**src/rtl/commit_ctl_pkg.sv**
```systemverilog
package commit_ctl_pkg;
  parameter int CNT_W = 4;

  typedef enum logic [2:0] {
    SK_WAIT, SK_SQUASH, SK_COMMIT, SK_NONSPEC, SK_LOAD, SK_STUCK, SK_FAULT
  } slotKind_e;

  typedef enum logic {ST_RUN, ST_TRAP} thrState_e;

  typedef struct packed {
    logic [CNT_W-1:0] retireCnt;
    logic [CNT_W-1:0] commitCnt;
    logic [CNT_W-1:0] countedCnt;
    logic [CNT_W-1:0] squashCnt;
    logic             commitAny;
    logic [CNT_W-1:0] lastIdx;
    logic             nonSpecFire;
    logic             uncachedFire;
    logic             trapFire;
    logic [CNT_W-1:0] reqIdx;
    logic             bwLimit;
  } commitStrb_t;
endpackage

```
**src/rtl/commit_ctl_sched.sv**
```systemverilog
module commit_ctl_sched
  import commit_ctl_pkg::*;
#(
  parameter int WIDTH = 2,
  parameter int LOOK  = 4
) (
  input  logic            clk,
  input  logic            rstN,
  input  logic            selValid,
  input  logic [LOOK-1:0] headValid,
  input  logic [LOOK-1:0] headReady,
  input  logic [LOOK-1:0] headSquashed,
  input  logic [LOOK-1:0] headExecuted,
  input  logic [LOOK-1:0] headNonSpec,
  input  logic [LOOK-1:0] headBarrier,
  input  logic [LOOK-1:0] headLoad,
  input  logic [LOOK-1:0] headFault,
  input  logic [LOOK-1:0] headNop,
  input  logic            storesPending,
  input  logic            trapResume,
  output commitStrb_t     strb,
  output logic            trapPending
);
  slotKind_e kind [LOOK];
  thrState_e thrState;

  // Classify each window slot on its own flags; the walk below adds order.
  for (genvar s = 0; s < LOOK; s++) begin : g_kind
    assign kind[s] = (!headValid[s] || !headReady[s]) ? SK_WAIT :
                     headSquashed[s] ? SK_SQUASH :
                     !headExecuted[s] ? ((headNonSpec[s] || headBarrier[s]) ? SK_NONSPEC :
                                         headLoad[s] ? SK_LOAD : SK_STUCK) :
                     headFault[s] ? SK_FAULT : SK_COMMIT;
  end

  logic go;
  always_comb begin
    strb = '0;
    go = selValid && (thrState == ST_RUN);
    for (int i = 0; i < LOOK; i++) begin
      if (go && strb.commitCnt == CNT_W'(WIDTH)) go = 1'b0;
      if (go) begin
        case (kind[i])
          SK_SQUASH: begin
            strb.retireCnt = strb.retireCnt + 1'b1;
            strb.squashCnt = strb.squashCnt + 1'b1;
          end
          SK_COMMIT: begin
            strb.retireCnt = strb.retireCnt + 1'b1;
            strb.commitCnt = strb.commitCnt + 1'b1;
            if (!headNop[i]) strb.countedCnt = strb.countedCnt + 1'b1;
            strb.commitAny = 1'b1;
            strb.lastIdx   = CNT_W'(i);
          end
          SK_NONSPEC: begin
            if (!storesPending) begin
              strb.nonSpecFire = 1'b1;
              strb.reqIdx      = CNT_W'(i);
            end
            go = 1'b0;
          end
          SK_LOAD: begin
            strb.uncachedFire = 1'b1;
            strb.reqIdx       = CNT_W'(i);
            go = 1'b0;
          end
          SK_FAULT: begin
            if (!storesPending && strb.commitCnt == '0) strb.trapFire = 1'b1;
            go = 1'b0;
          end
          default: go = 1'b0;
        endcase
      end
    end
    strb.bwLimit = (strb.commitCnt == CNT_W'(WIDTH));
  end

  always_ff @(posedge clk) begin
    if (!rstN)              thrState <= ST_RUN;
    else if (strb.trapFire) thrState <= ST_TRAP;
    else if (trapResume)    thrState <= ST_RUN;
  end

  assign trapPending = (thrState == ST_TRAP);

  assert_stores_hold_R5: assert property (@(posedge clk) disable iff (!rstN)
    storesPending |-> !strb.nonSpecFire && !strb.trapFire);
  assert_fault_first_R7: assert property (@(posedge clk) disable iff (!rstN)
    strb.trapFire |-> strb.commitCnt == '0);
  assert_trap_enter_R8: assert property (@(posedge clk) disable iff (!rstN)
    strb.trapFire |=> trapPending);
  assert_trap_blocks_R8: assert property (@(posedge clk) disable iff (!rstN)
    trapPending |-> strb.retireCnt == '0);
endmodule

```
**src/rtl/commit_ctl_path.sv**
```systemverilog
module commit_ctl_path
  import commit_ctl_pkg::*;
#(
  parameter int LOOK   = 4,
  parameter int DEPTH  = 16,
  parameter int SEQ_W  = 16,
  parameter int PC_W   = 32,
  parameter int STAT_W = 16,
  localparam int OCC_W = $clog2(DEPTH + 1)
) (
  input  logic                  clk,
  input  logic                  rstN,
  input  commitStrb_t           strb,
  input  logic [LOOK*SEQ_W-1:0] headSeq,
  input  logic [LOOK*PC_W-1:0]  headNextPc,
  input  logic [OCC_W-1:0]      insertCount,
  output logic [SEQ_W-1:0]      doneSeq,
  output logic [PC_W-1:0]       savedPc,
  output logic                  nonSpecReq,
  output logic                  uncachedReq,
  output logic [SEQ_W-1:0]      reqSeq,
  output logic                  trapReq,
  output logic [CNT_W-1:0]      cycleCommits,
  output logic [STAT_W-1:0]     committedTotal,
  output logic [STAT_W-1:0]     squashedTotal,
  output logic [STAT_W-1:0]     bwLimitTotal,
  output logic [OCC_W-1:0]      freeCount,
  output logic                  robEmpty
);
  logic [OCC_W-1:0] occ;

  always_ff @(posedge clk) begin
    if (!rstN) begin
      doneSeq        <= '0;
      savedPc        <= '0;
      nonSpecReq     <= 1'b0;
      uncachedReq    <= 1'b0;
      reqSeq         <= '0;
      trapReq        <= 1'b0;
      cycleCommits   <= '0;
      committedTotal <= '0;
      squashedTotal  <= '0;
      bwLimitTotal   <= '0;
      occ            <= '0;
    end else begin
      if (strb.commitAny) begin
        doneSeq <= headSeq[strb.lastIdx*SEQ_W +: SEQ_W];
        savedPc <= headNextPc[strb.lastIdx*PC_W +: PC_W];
      end
      if (strb.nonSpecFire || strb.uncachedFire)
        reqSeq <= headSeq[strb.reqIdx*SEQ_W +: SEQ_W];
      nonSpecReq     <= strb.nonSpecFire;
      uncachedReq    <= strb.uncachedFire;
      trapReq        <= strb.trapFire;
      cycleCommits   <= strb.commitCnt;
      committedTotal <= committedTotal + STAT_W'(strb.countedCnt);
      squashedTotal  <= squashedTotal + STAT_W'(strb.squashCnt);
      bwLimitTotal   <= bwLimitTotal + STAT_W'(strb.bwLimit);
      occ            <= occ + insertCount - OCC_W'(strb.retireCnt);
    end
  end

  assign freeCount = OCC_W'(DEPTH) - occ;
  assign robEmpty  = (occ == '0);

  assert_one_request_R6: assert property (@(posedge clk) disable iff (!rstN)
    $onehot0({nonSpecReq, uncachedReq, trapReq}));
endmodule

```
**src/rtl/commit_ctl.sv**
```systemverilog
module commit_ctl
  import commit_ctl_pkg::*;
#(
  parameter int WIDTH  = 2,
  parameter int LOOK   = 4,
  parameter int DEPTH  = 16,
  parameter int SEQ_W  = 16,
  parameter int PC_W   = 32,
  parameter int STAT_W = 16,
  localparam int OCC_W = $clog2(DEPTH + 1)
) (
  input  logic                  clk,
  input  logic                  rstN,
  input  logic                  selValid,
  input  logic [LOOK-1:0]       headValid,
  input  logic [LOOK-1:0]       headReady,
  input  logic [LOOK-1:0]       headSquashed,
  input  logic [LOOK-1:0]       headExecuted,
  input  logic [LOOK-1:0]       headNonSpec,
  input  logic [LOOK-1:0]       headBarrier,
  input  logic [LOOK-1:0]       headLoad,
  input  logic [LOOK-1:0]       headFault,
  input  logic [LOOK-1:0]       headNop,
  input  logic [LOOK*SEQ_W-1:0] headSeq,
  input  logic [LOOK*PC_W-1:0]  headNextPc,
  input  logic                  storesPending,
  input  logic [OCC_W-1:0]      insertCount,
  input  logic                  trapResume,
  output logic [CNT_W-1:0]      retireCount,
  output logic                  clearReady,
  output logic [CNT_W-1:0]      clearSlot,
  output logic [SEQ_W-1:0]      doneSeq,
  output logic [PC_W-1:0]       savedPc,
  output logic                  nonSpecReq,
  output logic                  uncachedReq,
  output logic [SEQ_W-1:0]      reqSeq,
  output logic                  trapReq,
  output logic                  trapPending,
  output logic [CNT_W-1:0]      cycleCommits,
  output logic [STAT_W-1:0]     committedTotal,
  output logic [STAT_W-1:0]     squashedTotal,
  output logic [STAT_W-1:0]     bwLimitTotal,
  output logic [OCC_W-1:0]      freeCount,
  output logic                  robEmpty
);
  commitStrb_t strb;

  commit_ctl_sched #(.WIDTH(WIDTH), .LOOK(LOOK)) u_sched (
    .clk, .rstN, .selValid, .headValid, .headReady, .headSquashed,
    .headExecuted, .headNonSpec, .headBarrier, .headLoad, .headFault,
    .headNop, .storesPending, .trapResume, .strb, .trapPending
  );

  commit_ctl_path #(.LOOK(LOOK), .DEPTH(DEPTH), .SEQ_W(SEQ_W), .PC_W(PC_W),
                    .STAT_W(STAT_W)) u_path (
    .clk, .rstN, .strb, .headSeq, .headNextPc, .insertCount, .doneSeq,
    .savedPc, .nonSpecReq, .uncachedReq, .reqSeq, .trapReq, .cycleCommits,
    .committedTotal, .squashedTotal, .bwLimitTotal, .freeCount, .robEmpty
  );

  assign retireCount = strb.retireCnt;
  assign clearReady  = strb.nonSpecFire || strb.uncachedFire;
  assign clearSlot   = strb.reqIdx;
endmodule

```
**config.mk**
```make
export PLATFORM = sky130hd
export DESIGN_NAME = commit_ctl
export DESIGN_NICKNAME = d
export VERILOG_FILES = /design/src/rtl/commit_ctl_pkg.sv /design/src/rtl/commit_ctl_sched.sv /design/src/rtl/commit_ctl_path.sv /design/src/rtl/commit_ctl.sv
export SDC_FILE = /design/constraint.sdc
export NUM_CORES = 1
export LEC_CHECK = 0
export CAP_MARGIN = 20
export CORE_MARGIN = 4
export CORE_UTILIZATION = 38
export CTS_CLUSTER_DIAMETER = 40
export DETAILED_ROUTE_END_ITERATION = 8
export HOLD_SLACK_MARGIN = 0.08
export PLACE_DENSITY = 0.84
export RECOVER_POWER = 100
export SLEW_MARGIN = 15
export SYNTH_ARGS = -nofsm -noshare
export SYNTH_HDL_FRONTEND = slang
export SYNTH_SLANG_ARGS = --single-unit
```
**constraint.sdc**
```tcl
create_clock -name clk -period 6.19 [get_ports clk]
set_input_delay 0.9285 -clock clk [delete_from_list [all_inputs] [get_ports clk]]
set_output_delay 0.9285 -clock clk [all_outputs]
set_load 0.01 [all_outputs]
```
* Word level (Yosys, flattened, before mapping)
Index checks and enable logic that the tools add are counted.
** Storage, ports and cells
- Register bits after elaboration :: 125
- Latch bits :: 0
- Memory bits (writable) :: 0
- ROM bits :: 0
- Input bits :: 238
- Output and inout port bits :: 135
- Logic and storage cells :: 176
- Memories kept :: 0
** Cells by class
- Add/sub/neg operators :: 18
- $mul :: 0
- Div/mod/pow operators :: 0
- Order comparisons :: 0
- Eq/ne operators :: 24
- Shift operators :: 3
- Mux-type cells :: 84
- Bitwise operators :: 1
- Reduce and logical (&&, ||, !) cells :: 34
** Operator list (count)
- 128-bit by 10-bit variable part select with 32-bit output :: 1
- 64-bit by 9-bit variable part select with 16-bit output :: 2
- 28-bit 2-to-1 mux :: 3
- 3-bit 2-to-1 mux :: 20
- 4-bit by 1-bit adder with 4-bit output (second input constant) :: 12
- 4-bit 2-to-1 mux :: 12
- 1-bit 2-to-1 mux :: 37
- 16-bit by 4-bit adder with 16-bit output :: 2
- 25-bit 2-to-1 mux :: 1
- 5-bit 2-to-1 mux :: 5
- 3-bit by 2-bit == test with 1-bit output (second input constant) :: 8
- 3-bit == test (second input constant) :: 8
- 8-bit 2-to-1 mux :: 3
- 4-bit case mux with 2 select lines :: 3
- 16-bit by 1-bit adder with 16-bit output :: 1
- 4-bit by 2-bit == test with 1-bit output (second input constant) :: 4
- 3-bit by 1-bit == test with 1-bit output (second input constant) :: 4
- 4-bit logical NOT :: 3
- 1-bit logical NOT :: 9
- 1-bit logical OR :: 9
- 2-bit OR reduction :: 4
- 1-bit logical AND :: 7
- 5-bit adder :: 1
- 5-bit logical NOT :: 1
- 4 further kinds :: 4

* Depth between registers and ports, before layout
Gate-level depths: netlist of run 1.
- Depth in word-level cells :: 26
- Gate-level depth with buffers :: 28
- Gate-level depth less buffers :: 25

* By module
Synthesis of run 1 repeated with hierarchy kept, for this count alone.
** Unflattened totals
- Cells, all modules :: 816
- Area, all modules :: 7898.8 µm²
** Modules (own cells, without submodules)
- commit_ctl_path :: times used 1, cells each 655, area each 6668.9 µm²
- commit_ctl_sched :: times used 1, cells each 160, area each 1223.7 µm²
- commit_ctl :: times used 1, cells each 1, area each 6.3 µm²

* Worst setup path before layout of run 1
OpenSTA, ideal clock, no wires.
- Kind :: in2reg
- From :: input headValid[0]
- To :: register u_path.occ[4]
- Library setup time :: 0.128 ns
- Arrival :: 6.006 ns
- Required time :: 6.062 ns
- Path slack :: 0.057 ns
- Stages :: 24
- Cell sequence :: and4b_1 buf_4 nand3_1 inv_1 ha_1 o211ai_1 ha_1 and3b_1 nand2_1 nor4_1 xnor2_1 ha_1 a2111oi_2 nand4_1 nand2_1 mux2i_1 fa_1 inv_1 fa_1 inv_1 a21o_1 a21oi_1 xnor2_1 nor2_1
** On the way
- Cells in the longest elaborated chain, start to end :: 19
- Elaborated cells between the ends (all ways) :: 36
- Those cells by class :: add/sub: 6; eq/ne: 5; mux: 19; reduce/logical: 6
** Ends and longest elaborated chain
- start: declaration :: RTL line commit_ctl.sv:15 : input logic [LOOK-1:0] headValid,
- 1-bit logical NOT * :: RTL line commit_ctl_sched.sv:29 : assign kind[s] = (!headValid[s] || !headReady[s]) ? SK_WAIT :
- 1-bit logical OR * :: RTL line commit_ctl_sched.sv:29
- 3-bit 2-to-1 mux * :: RTL line commit_ctl_sched.sv:29
- parallel branches: the longest is 14 deep, another holds 4-bit by 1-bit adder with 4-bit output
- 28-bit 2-to-1 mux * :: RTL line commit_ctl_sched.sv:42 : if (go) begin
- 5-bit by 4-bit subtractor with 5-bit output * :: RTL line commit_ctl_path.sv:59 : occ <= occ + insertCount - OCC_W'(strb.retireCnt);
- end signal: assignment :: RTL line commit_ctl_path.sv:59
- end: declaration :: RTL line commit_ctl_path.sv:30 : logic [OCC_W-1:0] occ;
Every way passes the cells marked *.
A chain may end at the register's enable or synchronous reset.

* Worst setup path after layout of run 1
- From :: input headValid[0]
- To :: output retireCount[0]
** On the way
- Cells in the longest elaborated chain, start to end :: 18
- Elaborated cells between the ends (all ways) :: 35
- Those cells by class :: add/sub: 5; eq/ne: 5; mux: 19; reduce/logical: 6
** Ends and longest elaborated chain
- 1-bit logical NOT * :: RTL line commit_ctl_sched.sv:29
- 1-bit logical OR * :: RTL line commit_ctl_sched.sv:29
- 3-bit 2-to-1 mux * :: RTL line commit_ctl_sched.sv:29
- parallel branches: the longest is 14 deep, another holds 4-bit by 1-bit adder with 4-bit output
- 28-bit 2-to-1 mux * :: RTL line commit_ctl_sched.sv:42
- end: declaration :: RTL line commit_ctl.sv:29 : output logic [CNT_W-1:0] retireCount,
Marks and branches as above.

==> out/metrics.yaml, run 1 <==
timing:
  max_freq_mhz: 167
  min_period_over_period_pct: 96.8
  setup_viol: 0
  rsz0062_at_grt: "false"
  relSlewSlack_pct: 13.9
  tns_ns: 0
  setup_slack_ns: 0.200
  skew_ns: 0.00854
  fin_crit_ns: 5.99
  hold_viol_final: 0
  worst_pin_slew_ns: 1.29
  slew_viol_final: 0
clock_network:
  clockBufferDepth: 2
  cts_tree: "built"
  cts-root-buf: "clkbuf_16"
  cts_sinks: 125
  cts_htree_levels: 4
  cts-hold-fix-buffers: 0
  clk_latency_ns: 0.42
  numCtsBuffers: 17
  path_clk_slew_ns: 0.06
synth:
  yosys_warnings: 0
  synth.cell_area_um2: 8010
  syn_inst: 956
  async_flop_share_pct: 0
  ys_seq_elements: 125
  synth_cell_types: 69
  yosysSeqAreaShare_pct: 31.3
  synth_edf_count: 0
  synthFlopType: "dfxtp_1"
  syn_avg_cell_area_um2: 8.37
global_route:
  grt_first_pass_wirelength_um: 49300
  grt_pass1_vias: 9006
  grt_max_degree: 64
  antenna_found_initial: 2
  grt_usage_pct: 26.0
  grt-ovfl-total: 0
final_layout:
  n_antenna_cell: 0
  fillers: 1767
  nets: 1588
  drive_gt1_share_pct: 11.0
  synthToLayoutAreaGrowth_pct: 57.4
power_and_ir_drop:
  seqPwrFrac_pct: 36.3
  power_switching_w: 0.000607
  powerDensity_nw_per_um2: 181
  intPower_w: 0.00168
  clock_power_share_pct: 45.2
  p_leak_nw: 5.17
  p_comb_share_pct: 18.4
  sw_frac_of_total_pct: 26.6
  ir_drop_mv: 0.149
drt:
  first_pass_iters: 5
  drtIter0Drc: 607
  viasPerCell: 5.72
  dr_total_vias: 9130
  ant_nets: 0
  wl_per_cell_um: 20.3
  wirelength_um: 32300
  remaining_drc_errors: 0
critical_path:
  path_cells: "clkdlybuf4s50_1, and4b_1, nand3_1, inv_1, ha_1, o211ai_1, ha_1, and3b_2, o211a_1, nand3_1, mux2_4, ha_2, a2111oi_2, buf_4, nand4_1, buf_4, and3_1, clkdlybuf4s50_1"
  required_ns: 5.26
  cp.arrival_ns: 5.06
  worstSetupEndpointType: "output pin"
  setup.worst_path.class: "in -> out"
  slowest_stage: "clkdlybuf4s50_1"
  critPathMaxStageDelay_ns: 0.49
  cp-start-kind: "input port"
  cp_max_fo: 5
worst_hold_path:
  holdCritPathClass: "reg -> reg"
place:
  hpwl_um: 24400
  pre_cts_slack_ns: -0.167
  gp_congestion: 0.988
  io_buffers: 369
floorplanning:
  ios: 373
  fp.dieH_um: 153
  core-area_um2: 20500
  chipWidth_um: 153
  start_util_pct: 39.1
  num_rows: 52
  die_area_um2: 23500
job:
  maxCapViolations: 0
run_status:
  outcome: "finished clean"
## metrics by stage
stage                     std cells  hold slack, ns  area (um^2)  util (%)  total power [W]
after floorplan                 959           0.495         8020         -          0.00102
after detailed placement       1561           0.467        12000      58.5          0.00127
final                          1595           0.474        12600      61.5          0.00229
after CTS                      1593           0.481        12600      61.5          0.00231
after global placement         1561           0.463        12000      58.5          0.00126
after global routing           1595           0.496        12600      61.5          0.00238
## repair_timing
item	4_1_cts	5_1_grt
buffers inserted	0	2
pin swaps	0	1
endpoints found under the setup margin	3	6
resized for setup	3	9
hold endpoints to repair	0	0
## critical path, delay by kind of cell
kind / cells / cell delay, ns
AND/OR/NAND/NOR: 6 / 1.11
multiplexers: 1 / 0.35
adder cells (fa/ha/maj): 3 / 0.70
AO/OA/AOI/OAI: 3 / 0.58
buffers and inverters: 5 / 1.40
## cell usage in the layout (no fill, tap or decap), types with 19 or more instances in the layout
| cell type | Yosys | layout |
|---|---|---|
| and2_1 | 30 | 24 |
| or2_2 | 30 | 30 |
| o21ai_0 | 27 | 33 |
| inv_1 | 28 | 28 |
| xor2_1 | 26 | 26 |
| buf_4 | 14 | 38 |
| mux2_2 | 20 | 19 |
| dlygate4sd3_1 | 0 | 126 |
| clkdlybuf4s50_1 | 0 | 239 |
| dfxtp_1 | 125 | 125 |
| nand2_1 | 67 | 66 |
| nor2_1 | 85 | 85 |
| a211oi_1 | 20 | 23 |
| xnor2_1 | 25 | 25 |
| o21bai_1 | 30 | 30 |
| ha_1 | 32 | 31 |
| a21oi_1 | 42 | 42 |
| a31oi_1 | 21 | 21 |
| o221ai_1 | 38 | 38 |
| o22ai_1 | 31 | 31 |
## path summary, 6_finish.rpt
check                                                      start                            end  slack (ns)  cells after the start
worst max-delay path                                headValid[0]                 retireCount[0]        0.20                     18
worst max register to register  u_sched.trapPending$_SDFFE_PN0P_       u_path.occ[4]$_SDFF_PN0_        0.99                     25
worst min register to register     u_path.reqSeq[1]$_SDFFE_PN0P_  u_path.reqSeq[1]$_SDFFE_PN0P_        0.47                      2
worst min-delay path               u_path.reqSeq[1]$_SDFFE_PN0P_  u_path.reqSeq[1]$_SDFFE_PN0P_        0.47                      2
## layout make-up
cell class / count / area [um^2] / area share [%]
inverter: 30 / 113 / 0.893
clock inverter: 15 / 176 / 1.40
multi-input combinational: 726 / 5050 / 40.1
tap: 270 / 338 / 2.68
timing repair buffer: 412 / 4000 / 31.7
sequential: 125 / 2500 / 19.9
clock buffer: 17 / 425 / 3.38
## per-layer routing
metal  wire length, um  track usage (%)  vias to the layer above
li1                  -                -                     4258
met1             12500             31.4                     4346
met2             15800             44.1                      439
met3              2760             7.24                       83
met4              1240             9.72                        4
met5                33                0                        -
## synth_stat cells, drive strengths merged (2+ instances only)
| library cell | number | area [um^2] |
|---|---|---|
| inv | 29 | 109 |
| nand2 | 67 | 251 |
| xnor2 | 25 | 219 |
| and3 | 4 | 25.0 |
| o21bai | 30 | 225 |
| a21o | 10 | 75.1 |
| nor3 | 10 | 55.1 |
| nor3b | 5 | 37.5 |
| o21ai | 41 | 209 |
| o2111ai | 3 | 26.3 |
| o22ai | 31 | 194 |
| o21a | 3 | 22.5 |
| o211ai | 4 | 30.0 |
| o32ai | 16 | 140 |
| dfxtp | 125 | 2500 |
| mux2 | 20 | 225 |
| nand4b | 10 | 87.6 |
| or4 | 4 | 33.8 |
| clkbuf | 43 | 161 |
| o211a | 3 | 30.0 |
| or3 | 4 | 25.0 |
| nand2b | 2 | 12.5 |
| nor4 | 2 | 12.5 |
| or2 | 31 | 194 |
| and4 | 10 | 87.6 |
| a211oi | 30 | 275 |
| nand4 | 11 | 68.8 |
| and2 | 30 | 188 |
| nor2b | 10 | 62.6 |
| a31oi | 21 | 131 |
| nand3 | 14 | 70.1 |
| o221ai | 38 | 333 |
| o31a | 2 | 17.5 |
| a2111oi | 3 | 51.3 |
| a21oi | 42 | 210 |
| nor2 | 85 | 319 |
| xor2 | 26 | 228 |
| buf | 35 | 205 |
| a221oi | 17 | 149 |
| nor4bb | 2 | 20.0 |
| o31ai | 2 | 15.0 |
| ha | 32 | 400 |
| fa | 6 | 120 |
| mux2i | 2 | 20.0 |
| nand3b | 3 | 22.5 |
## sequential cells by signal, summed over array words and instances, names as in the netlist
name / count
u_path.bwLimitTotal: 16
u_path.committedTotal: 16
u_path.cycleCommits: 4
u_path.doneSeq: 16
u_path.nonSpecReq: 1
u_path.occ: 5
u_path.reqSeq: 16
u_path.savedPc: 32
u_path.squashedTotal: 16
u_path.trapReq: 1
u_path.uncachedReq: 1
u_sched.trapPending: 1
## power groups by stage
stage | logic (W) | clock network, W | registers [W]
floorplan | 0.000175 | 0 | 0.000846
global placement | 0.000414 | 0 | 0.000847
detailed placement | 0.000425 | 0 | 0.000848
CTS | 0.000429 | 0.00105 | 0.000830
global route | 0.000452 | 0.00109 | 0.000832
finish | 0.000421 | 0.00103 | 0.000830
## cell families after synthesis
group	synth area share [%]
compound gates	27.5
buf+inv	5.99
mux	3.06
xor+xnor	5.58
flops	31.3
other cells	0.0468
simple gates	20.1
fa+ha+maj	6.50
(Power assumes the default switching activity.)
==> run 2: changes to the inputs <==
--- a/config.mk
+++ b/config.mk
@@ -12,7 +12,6 @@
 export DETAILED_ROUTE_END_ITERATION = 8
 export HOLD_SLACK_MARGIN = 0.08
 export PLACE_DENSITY = 0.84
-export RECOVER_POWER = 100
 export SLEW_MARGIN = 15
 export SYNTH_ARGS = -nofsm -noshare
 export SYNTH_HDL_FRONTEND = slang
==> out/metrics.yaml, run 2 (synthesis gave the netlist of run 1 again) <==
place:
  dpl_cell_area_um2: 12000  # unchanged
  io_buffers: 369  # unchanged
  hpwl_um: 24400  # unchanged
  gp_congestion: 0.988  # unchanged
drt:
  wirelength_um: 32300  # -0.14%
  remaining_drc_errors: 0  # unchanged
  wl_per_cell_um: 20.2  # -0.14%
  dr_total_vias: 9131  # +0.011%
  ant_nets: 0  # unchanged
  first_pass_iters: 5  # unchanged
  drtIter0Drc: 503  # -17%
  viasPerCell: 5.72  # about the same
clock_network:
  clockBufferDepth: 2  # unchanged
  cts_tree: "built"
  cts_sinks: 125  # unchanged
  numCtsBuffers: 17  # unchanged
  cts_htree_levels: 4  # unchanged
  clk_latency_ns: 0.42  # about the same
  cts-hold-fix-buffers: 0  # unchanged
  cts-root-buf: "clkbuf_16"
  path_clk_slew_ns: 0.06  # about the same
timing:
  fin_crit_ns: 6.00  # +0.00535 ns
  slew_viol_final: 0  # unchanged
  holdWs_ns: 0.476  # +0.00203 ns
  hold_viol_final: 0  # unchanged
  tns_ns: 0  # unchanged
  skew_ns: 0.00953  # +0.000991 ns
  rsz0062_at_grt: "false"
  max_freq_mhz: 167  # about the same
  relSlewSlack_pct: 54.4  # +41 points
  worst_pin_slew_ns: 0.682  # -0.610 ns
  min_period_over_period_pct: 96.9  # about the same
  setup_viol: 0  # unchanged
final_layout:
  synthToLayoutAreaGrowth_pct: 58.1
  drive_gt1_share_pct: 11.5  # +0.53 points
  mostFrequentLayoutCell: "clkdlybuf4s50_1"
  fillers: 1761  # -0.34%
  layout_common_cells: "clkdlybuf4s50_1 (365), dfxtp_1 (125), nor2_1 (85)"
  largest_reg_flops: 32  # unchanged
  n_antenna_cell: 0  # unchanged
  top_register: "u_path.savedPc"
  design_area_um2: 12700  # +0.41%
  nets: 1588  # unchanged
floorplanning:
  chipWidth_um: 153  # unchanged
  die_area_um2: 23500  # unchanged
  fp.dieH_um: 153  # unchanged
  start_util_pct: 39.1  # unchanged
  num_rows: 52  # unchanged
  ios: 373  # unchanged
  core-area_um2: 20500  # unchanged
power_and_ir_drop:
  powerDensity_nw_per_um2: 182  # +0.13%
  ir_drop_mv: 0.149  # about the same
  p_leak_nw: 4.79  # -7.2%
global_route:
  grt-ovfl-total: 0  # unchanged
  grt_usage_pct: 26.0  # unchanged
  grt_max_degree: 64  # unchanged
  grt_pass1_vias: 9006  # unchanged
  grt_first_pass_wirelength_um: 49300  # unchanged
  antenna_found_initial: 3  # +1
critical_path:
  rr_endpoint: "u_path.squashedTotal[9]$_SDFF_PN0_"
  setup.worst_path.class: "in -> out"
  worstSetupStartpoint: "headValid[0]"
  cp.arrival_ns: 5.07  # about the same
  reg2reg_from: "u_sched.trapPending$_SDFFE_PN0P_"
  rrSetupSlack_ns: 1.01  # +0.02 ns
  worstSetupEndpointType: "output pin"
  ff2ff_path_depth: 23  # -8.0%
  required_ns: 5.26  # about the same
  cp_max_fo: 5  # unchanged
  crit_path_end: "retireCount[0]"
  cp-start-kind: "input port"
worst_hold_path:
  holdCritPathClass: "reg -> reg"
  hp-start: "u_path.reqSeq[1]$_SDFFE_PN0P_"
job:
  maxCapViolations: 0  # unchanged
run_status:
  outcome: "finished clean"
==> run 2: changes by cell type in the layout (fill, tap and decap cells not counted), sizes merged, moves of 2 or more <==
| cell | previous run | this run |
|---|---|---|
| clkbuf | 22 | 17 |
| clkdlybuf4s25 | 2 | 0 |
| dlymetal6s2s | 0 | 3 |
| clkdlybuf4s50 | 239 | 365 |
| dlygate4sd3 | 126 | 0 |
| buf | 39 | 44 |
==> run 2: worst min path at each step <==
stage,end,slack [ns],depth (start not counted)
detailed placement,u_path.reqSeq[3]$_SDFFE_PN0P_,0.47,2
floorplan,u_path.reqSeq[14]$_SDFFE_PN0P_,0.50,2
finish,u_path.reqSeq[1]$_SDFFE_PN0P_,0.48,2
global placement,u_path.reqSeq[11]$_SDFFE_PN0P_,0.46,2
CTS,u_path.reqSeq[1]$_SDFFE_PN0P_,0.48,2
global route,u_path.reqSeq[1]$_SDFFE_PN0P_,0.50,2
==> run 2: per-stage QoR <==
step	instances	total power, W	util (%)	setup slack (ns)
finish	1595	0.00230	61.8	0.194
floorplan	959	0.00102	-	0.0566
global route	1595	0.00239	61.8	0.00519
CTS	1593	0.00231	61.5	0.0262
global placement	1561	0.00126	58.5	-0.0546
detailed placement	1561	0.00127	58.5	-0.167
==> run 2: area by class of cell <==
cell class                      count  area (um^2)  area share (%)
Sequential cell                   125         2500            19.8
Inverter                           30          113           0.890
Timing Repair Buffer              412         4020            31.8
Clock inverter                     15          176            1.39
Multi-Input combinational cell    726         5080            40.2
Tap cell                          270          338            2.67
Clock buffer                       17          425            3.36
==> run 2: worst max-delay path, cell delays in order <==
cell             delay [ns]
clkdlybuf4s50_1        0.46
and4b_1                0.24
nand3_1                0.13
inv_1                  0.06
ha_1                   0.27
o211ai_1               0.11
ha_1                   0.22
and3b_2                0.28
o211a_1                0.18
nand3_1                0.12
mux2_4                 0.35
ha_2                   0.21
a2111oi_2              0.30
buf_4                  0.19
nand4_1                0.14
buf_4                  0.20
and3_1                 0.19
clkdlybuf4s50_1        0.49
==> run 2: power breakdown <==
part / total, W / switching (W) / internal [W]
clock: 0.00103 / 0.000426 / 0.000609
sequential: 0.000830 / 0.0000124 / 0.000818
combinational: 0.000432 / 0.000171 / 0.000261
total: 0.00230 / 0.000610 / 0.00169
==> run 2: repair_timing <==
action                     4_1_cts  5_1_grt
pin swaps                        0        1
gates resized for setup          3        9
setup buffers                    0        2
setup endpoints to repair        3        6
==> run 2: metal layers <==
layer | global-route usage [%] | vias up | wire length (um)
met5 | 0 | - | 40
met4 | 9.72 | 6 | 1200
met3 | 7.24 | 82 | 2600
met2 | 44.1 | 449 | 15800
met1 | 31.4 | 4343 | 12700
li1 | - | 4251 | -
